==> src/rtl/ccp_pkg.sv <==
package ccp_pkg;
  // Host register select encoding
  typedef enum logic {
    PORT_CMD  = 1'b0,
    PORT_DATA = 1'b1
  } port_sel_e;
endpackage

==> src/rtl/ccp_cmd_ctrl.sv <==
module ccp_cmd_ctrl #(
  parameter int ADDR_W = 7,
  parameter int ID_W   = 2
) (
  input  logic              clk,
  input  logic              rst_n,
  input  logic              cmd_we,
  input  logic [ADDR_W-1:0] addr_in,
  input  logic              rw_in,
  input  logic [ID_W-1:0]   id_in,
  input  logic              xfer_done,
  output logic              busy,
  output logic              valid,
  output logic              op_read,
  output logic [ADDR_W-1:0] addr,
  output logic [ID_W-1:0]   id
);
  logic accept;
  assign accept = cmd_we && !busy;

  always_ff @(posedge clk) begin
    if (!rst_n) begin
      busy    <= 1'b0;
      valid   <= 1'b0;
      op_read <= 1'b0;
      addr    <= '0;
      id      <= '0;
    end else if (accept) begin
      addr    <= addr_in;
      op_read <= rw_in;
      id      <= id_in;
      busy    <= 1'b1;
      valid   <= 1'b0;
    end else if (busy && xfer_done) begin
      busy    <= 1'b0;
      valid   <= op_read;
    end
  end
endmodule

==> src/rtl/ccp_data_port.sv <==
module ccp_data_port #(
  parameter int DATA_W = 16
) (
  input  logic              clk,
  input  logic              rst_n,
  input  logic              data_we,
  input  logic              hold,
  input  logic              capture,
  input  logic [DATA_W-1:0] wdata,
  input  logic [DATA_W-1:0] rdata,
  output logic [DATA_W-1:0] q
);
  always_ff @(posedge clk) begin
    if (!rst_n)               q <= '0;
    else if (capture)         q <= rdata;
    else if (data_we && !hold) q <= wdata;
  end
endmodule

==> src/rtl/codec_cmd_port.sv <==
module codec_cmd_port #(
  parameter int ADDR_W = 7,
  parameter int ID_W   = 2,
  parameter int DATA_W = 16
) (
  input  logic              clk,
  input  logic              rst_n,
  input  logic              host_we,
  input  logic              host_sel,
  input  logic [DATA_W-1:0] host_wdata,
  output logic [DATA_W-1:0] cmd_status,
  output logic [DATA_W-1:0] data_port,
  output logic              req_valid,
  input  logic              req_ready,
  output logic              req_write,
  output logic [ID_W-1:0]   req_id,
  output logic [ADDR_W-1:0] req_addr,
  output logic [DATA_W-1:0] req_wdata,
  input  logic [DATA_W-1:0] rsp_rdata
);
  import ccp_pkg::*;

  localparam int RW_BIT    = ADDR_W;
  localparam int VALID_BIT = ADDR_W + 1;
  localparam int BUSY_BIT  = ADDR_W + 2;
  localparam int ID_LSB    = ADDR_W + 3;

  logic              busy, valid, op_read, hs;
  logic [ADDR_W-1:0] addr;
  logic [ID_W-1:0]   id;
  logic [DATA_W-1:0] data_q;
  logic              cmd_we, data_we;

  assign cmd_we  = host_we && (host_sel == PORT_CMD);
  assign data_we = host_we && (host_sel == PORT_DATA);
  assign hs      = req_valid && req_ready;

  ccp_cmd_ctrl #(.ADDR_W(ADDR_W), .ID_W(ID_W)) u_cmd (
    .clk      (clk),
    .rst_n    (rst_n),
    .cmd_we   (cmd_we),
    .addr_in  (host_wdata[ADDR_W-1:0]),
    .rw_in    (host_wdata[RW_BIT]),
    .id_in    (host_wdata[ID_LSB +: ID_W]),
    .xfer_done(hs),
    .busy     (busy),
    .valid    (valid),
    .op_read  (op_read),
    .addr     (addr),
    .id       (id)
  );

  ccp_data_port #(.DATA_W(DATA_W)) u_data (
    .clk    (clk),
    .rst_n  (rst_n),
    .data_we(data_we),
    .hold   (busy),
    .capture(hs && op_read),
    .wdata  (host_wdata),
    .rdata  (rsp_rdata),
    .q      (data_q)
  );

  always_comb begin
    cmd_status                   = '0;
    cmd_status[ADDR_W-1:0]       = addr;
    cmd_status[RW_BIT]           = op_read;
    cmd_status[VALID_BIT]        = valid;
    cmd_status[BUSY_BIT]         = busy;
    cmd_status[ID_LSB +: ID_W]   = id;
  end

  assign data_port = data_q;
  assign req_valid = busy;
  assign req_write = !op_read;
  assign req_id    = id;
  assign req_addr  = addr;
  assign req_wdata = data_q;
endmodule

==> config.mk <==
export PLATFORM = sky130hd
export DESIGN_NAME = codec_cmd_port
export DESIGN_NICKNAME = d
export VERILOG_FILES = /design/src/rtl/ccp_pkg.sv /design/src/rtl/ccp_cmd_ctrl.sv /design/src/rtl/ccp_data_port.sv /design/src/rtl/codec_cmd_port.sv
export SDC_FILE = /design/constraint.sdc
export NUM_CORES = 1
export LEC_CHECK = 0
export BUFFER_PORTS_ARGS = -buffer_cell sky130_fd_sc_hd__buf_4
export CORE_MARGIN = 8
export CORE_UTILIZATION = 40
export CTS_CLUSTER_SIZE = 8
export DETAILED_ROUTE_END_ITERATION = 10
export GPL_TIMING_DRIVEN = 0
export HOLD_SLACK_MARGIN = 0.12
export MAX_ROUTING_LAYER = met4
export PLACE_DENSITY = 0.79
export SKIP_LAST_GASP = 1
export SLEW_MARGIN = 10
export SYNTH_ARGS = -nofsm -noshare
export SYNTH_HDL_FRONTEND = slang
export SYNTH_HIERARCHICAL = 1
export SYNTH_SLANG_ARGS = --single-unit
==> constraint.sdc <==
create_clock -name clk -period 2.8 [get_ports clk]
set_input_delay 0.42 -clock clk [delete_from_list [all_inputs] [get_ports clk]]
set_output_delay 0.42 -clock clk [all_outputs]
set_load 0.02 [all_outputs]
==> impl_metrics.ini <==
[status]
status = finished, final reports clean

[die]
initial_utilization_pct = 41.1
die_height_um = 76.9
num_rows = 22
io_pins = 96
die_w_um = 76.9
die_area_um2 = 5910
fp.coreArea_um2 = 3610

[logic_synthesis]
synth_adder_area_share_pct = 0
yosys.area_share.simple_pct = 10.3
synth.avg_cell_area_um2 = 9.09
synth-xor-area-share_pct = 0
synth_top_cells_by_count = buf_4 (33), dfxtp_1 (28), nand2_1 (21)
ys_types = 24
synth_compound_area_share_pct = 19.4
synth.largest_area_cell = dfxtp_1
synthCells = 163
netlist_top_cells_area = dfxtp_1 (38%), buf_4 (17%), mux2i_1 (11%), a21boi_2 (7.6%), a21oi_1 (5.4%)
synth_area_um2 = 1480
synth_top_area_share_pct = 37.8
yosys_warnings = 6
synth_sequential_area_ratio_pct = 37.8
async_flop_share_pct = 0
synth.mux.area_fraction_pct = 10.8
synth_top_family_by_area = buffers and inverters
synth_edf_count = 0
yosys_register_bits = 28
synthMostInstantiatedCell = buf_4
synth_flop_cell = dfxtp_1

[critical_path]
rrSetupSlack_ns = 1.28
slowest_stage = dfxtp_1
critPathMaxFanout = 10
crit_start = u_cmd/busy
crit_path_end_kind = register
worst_r2r_path_depth = 5
r2r-start = u_cmd/busy
crit_arrival_ns = 1.72
r2r-end = u_data/q[2]
critPathLaunchType = register
critical_path_class = reg -> reg
cp_cell_sequence = and3_1, inv_1, clkbuf_1, o21ai_0, a21oi_1
worst-endpoint-required_ns = 3.00
cp_slowest_stage_delay_ns = 0.42

[timing]
finalMaxSlewViolations = 0
setup_ws_ns = 1.28
fin_setup_tns_ns = 0
fin_skew_ns = 0.00368
max_freq_ghz = 0.659
worst_pin_slew_ns = 0.507
maxSlewHeadroom_pct = 66.2
finalWorstPathRequiredPeriod_ns = 1.52
period_share_pct = 54.2
finalHoldViolCount = 0
rsz0062_at_grt = false
setup_violations = 0

[min_path]
min_to = u_cmd/addr[4]
hp-class = in -> reg
min_from = host_wdata[4]
worstHoldPathCells = 3

[place]
place_hpwl_mm = 3.39
pre_cts_slack_ns = 1.20
io_buffer_count = 91
place.gp.congestion = 0.765

[global_routing]
grt_overflow = 0
grt_max_degree = 17
grt_pass1_wl_mm = 6.71
grt_pass1_vias = 1350
antenna_found_initial = 0
track_usage_pct = 13.9

[detailed_routing]
drt-initial-drc-count = 54
drc = 0
vias = 1356
drt_pass1_iterations = 4
finalWirelength_mm = 4.19
ant_nets = 0
wl_per_cell_um = 13.6
via_per_inst = 4.39

[clocking]
cts_tree = yes
hold_buffers = 0
clkLatencyLatePin_ns = 0.27
clkSinkCount = 28
clock_path_buffers = 2
post-cts-setup-buffers = 0
cts_resized = 0
clkTransAtPathRegs_ns = 0.10
numCtsBuffers = 3
htreeDepth = 1
ctsRootBufferMaster = clkbuf_8

[finish]
multi_input_area_um2 = 616
layout-drive-gt1-share_pct = 55.6
seqCellArea_um2 = 561
areaGrowthSynthToFinish_pct = 55.7
nets = 299
fin_util_pct = 64.0
nFillCells = 320
diodes = 0

[power]
ir_worst_vdd_mv = 0.281
power.leakage_uw = 0.00113
powerDensity_nw_per_um2 = 442

[flow_run]
drv_cap = 0
cells by family (layout without fill, tap and decap cells):
group           count (synthesis)  after routing
compound gates                 44             44
buf+inv                        43            138
simple gates                   31             31
flops                          28             28
mux                            16             16
other cells                     1              4
stage by stage:
step                cell area [um2]  instances  total power [uW]  hold WS [ns]
CTS                            2310        309              1030         0.399
floorplan                      1490        166               600         0.460
global placement               2240        305               717         0.470
finish                         2310        309              1020         0.402
global route                   2310        309              1070         0.391
detailed placement             2240        305               721         0.475
critical path: cells and delay by family, from the launching register on:
kind / cells / cell delay (ns)
buffers and inverters: 2 / 0.52
flip-flops: 1 / 0.42
AO/OA/AOI/OAI: 2 / 0.31
AND/OR/NAND/NOR: 1 / 0.21
layout by cell type, fill, tap and decap left out:
master     count
clkbuf_8       3
nand2b_1       1
o211ai_1       1
and2b_2        1
nor2b_1        1
nand2_1       21
o21ai_0       16
buf_4        124
buf_6          2
inv_1          2
dfxtp_1       28
and3_1         1
and2_2         1
nor2_1         1
buf_12         1
a21oi_1       16
a21boi_2      10
o21a_1         1
nor2b_4        1
mux2i_1       16
and2_1         1
conb_1         4
bufinv_16      1
clkbuf_1       5
nor2b_2        1
nand4_1        1
state kept, by name, indices dropped and copies added (netlist names):
signal and count:
u_data/q 16, u_cmd/addr 7, u_cmd/id 2, u_cmd/busy 1, u_cmd/op_read 1, u_cmd/valid 1
per-layer routing:
metal,track usage (%),wire length [um],vias to the layer above
li1,-,-,702
met1,16.7,1830,598
met2,22.2,2040,52
met3,3.26,257,4
met4,4.81,66,0
met5,-,0,-
where the power goes:
| group | internal, uW | switching, uW | leakage (uW) |
|---|---|---|---|
| Sequential | 419 | 17.8 | 0.000229 |
| Clock | 191 | 122 | 0.0000357 |
| Combinational | 146 | 125 | 0.000863 |
| Total | 756 | 265 | 0.00113 |
worst max-delay path by stage:
| stage | cells past startpoint | slack [ns] | to |
|---|---|---|---|
| floorplan | 5 | 1.43 | u_data/q[10] |
| global placement | 6 | 1.25 | u_data/q[9] |
| detailed placement | 6 | 1.20 | u_data/q[2] |
| CTS | 5 | 1.24 | u_data/q[2] |
| global route | 5 | 1.12 | u_data/q[4] |
| finish | 5 | 1.28 | u_data/q[2] |
layout make-up:
type,count,share of cell area [%]
Buffer,41,13.4
Clock buffer,3,1.79
Clock inverter,1,1.30
Inverter,2,0.325
Multi-Input combinational cell,95,26.7
Sequential cell,28,24.3
Tap cell,48,2.60
Timing Repair Buffer,91,29.6
Note: power is estimated with default switching activity, not from simulation.
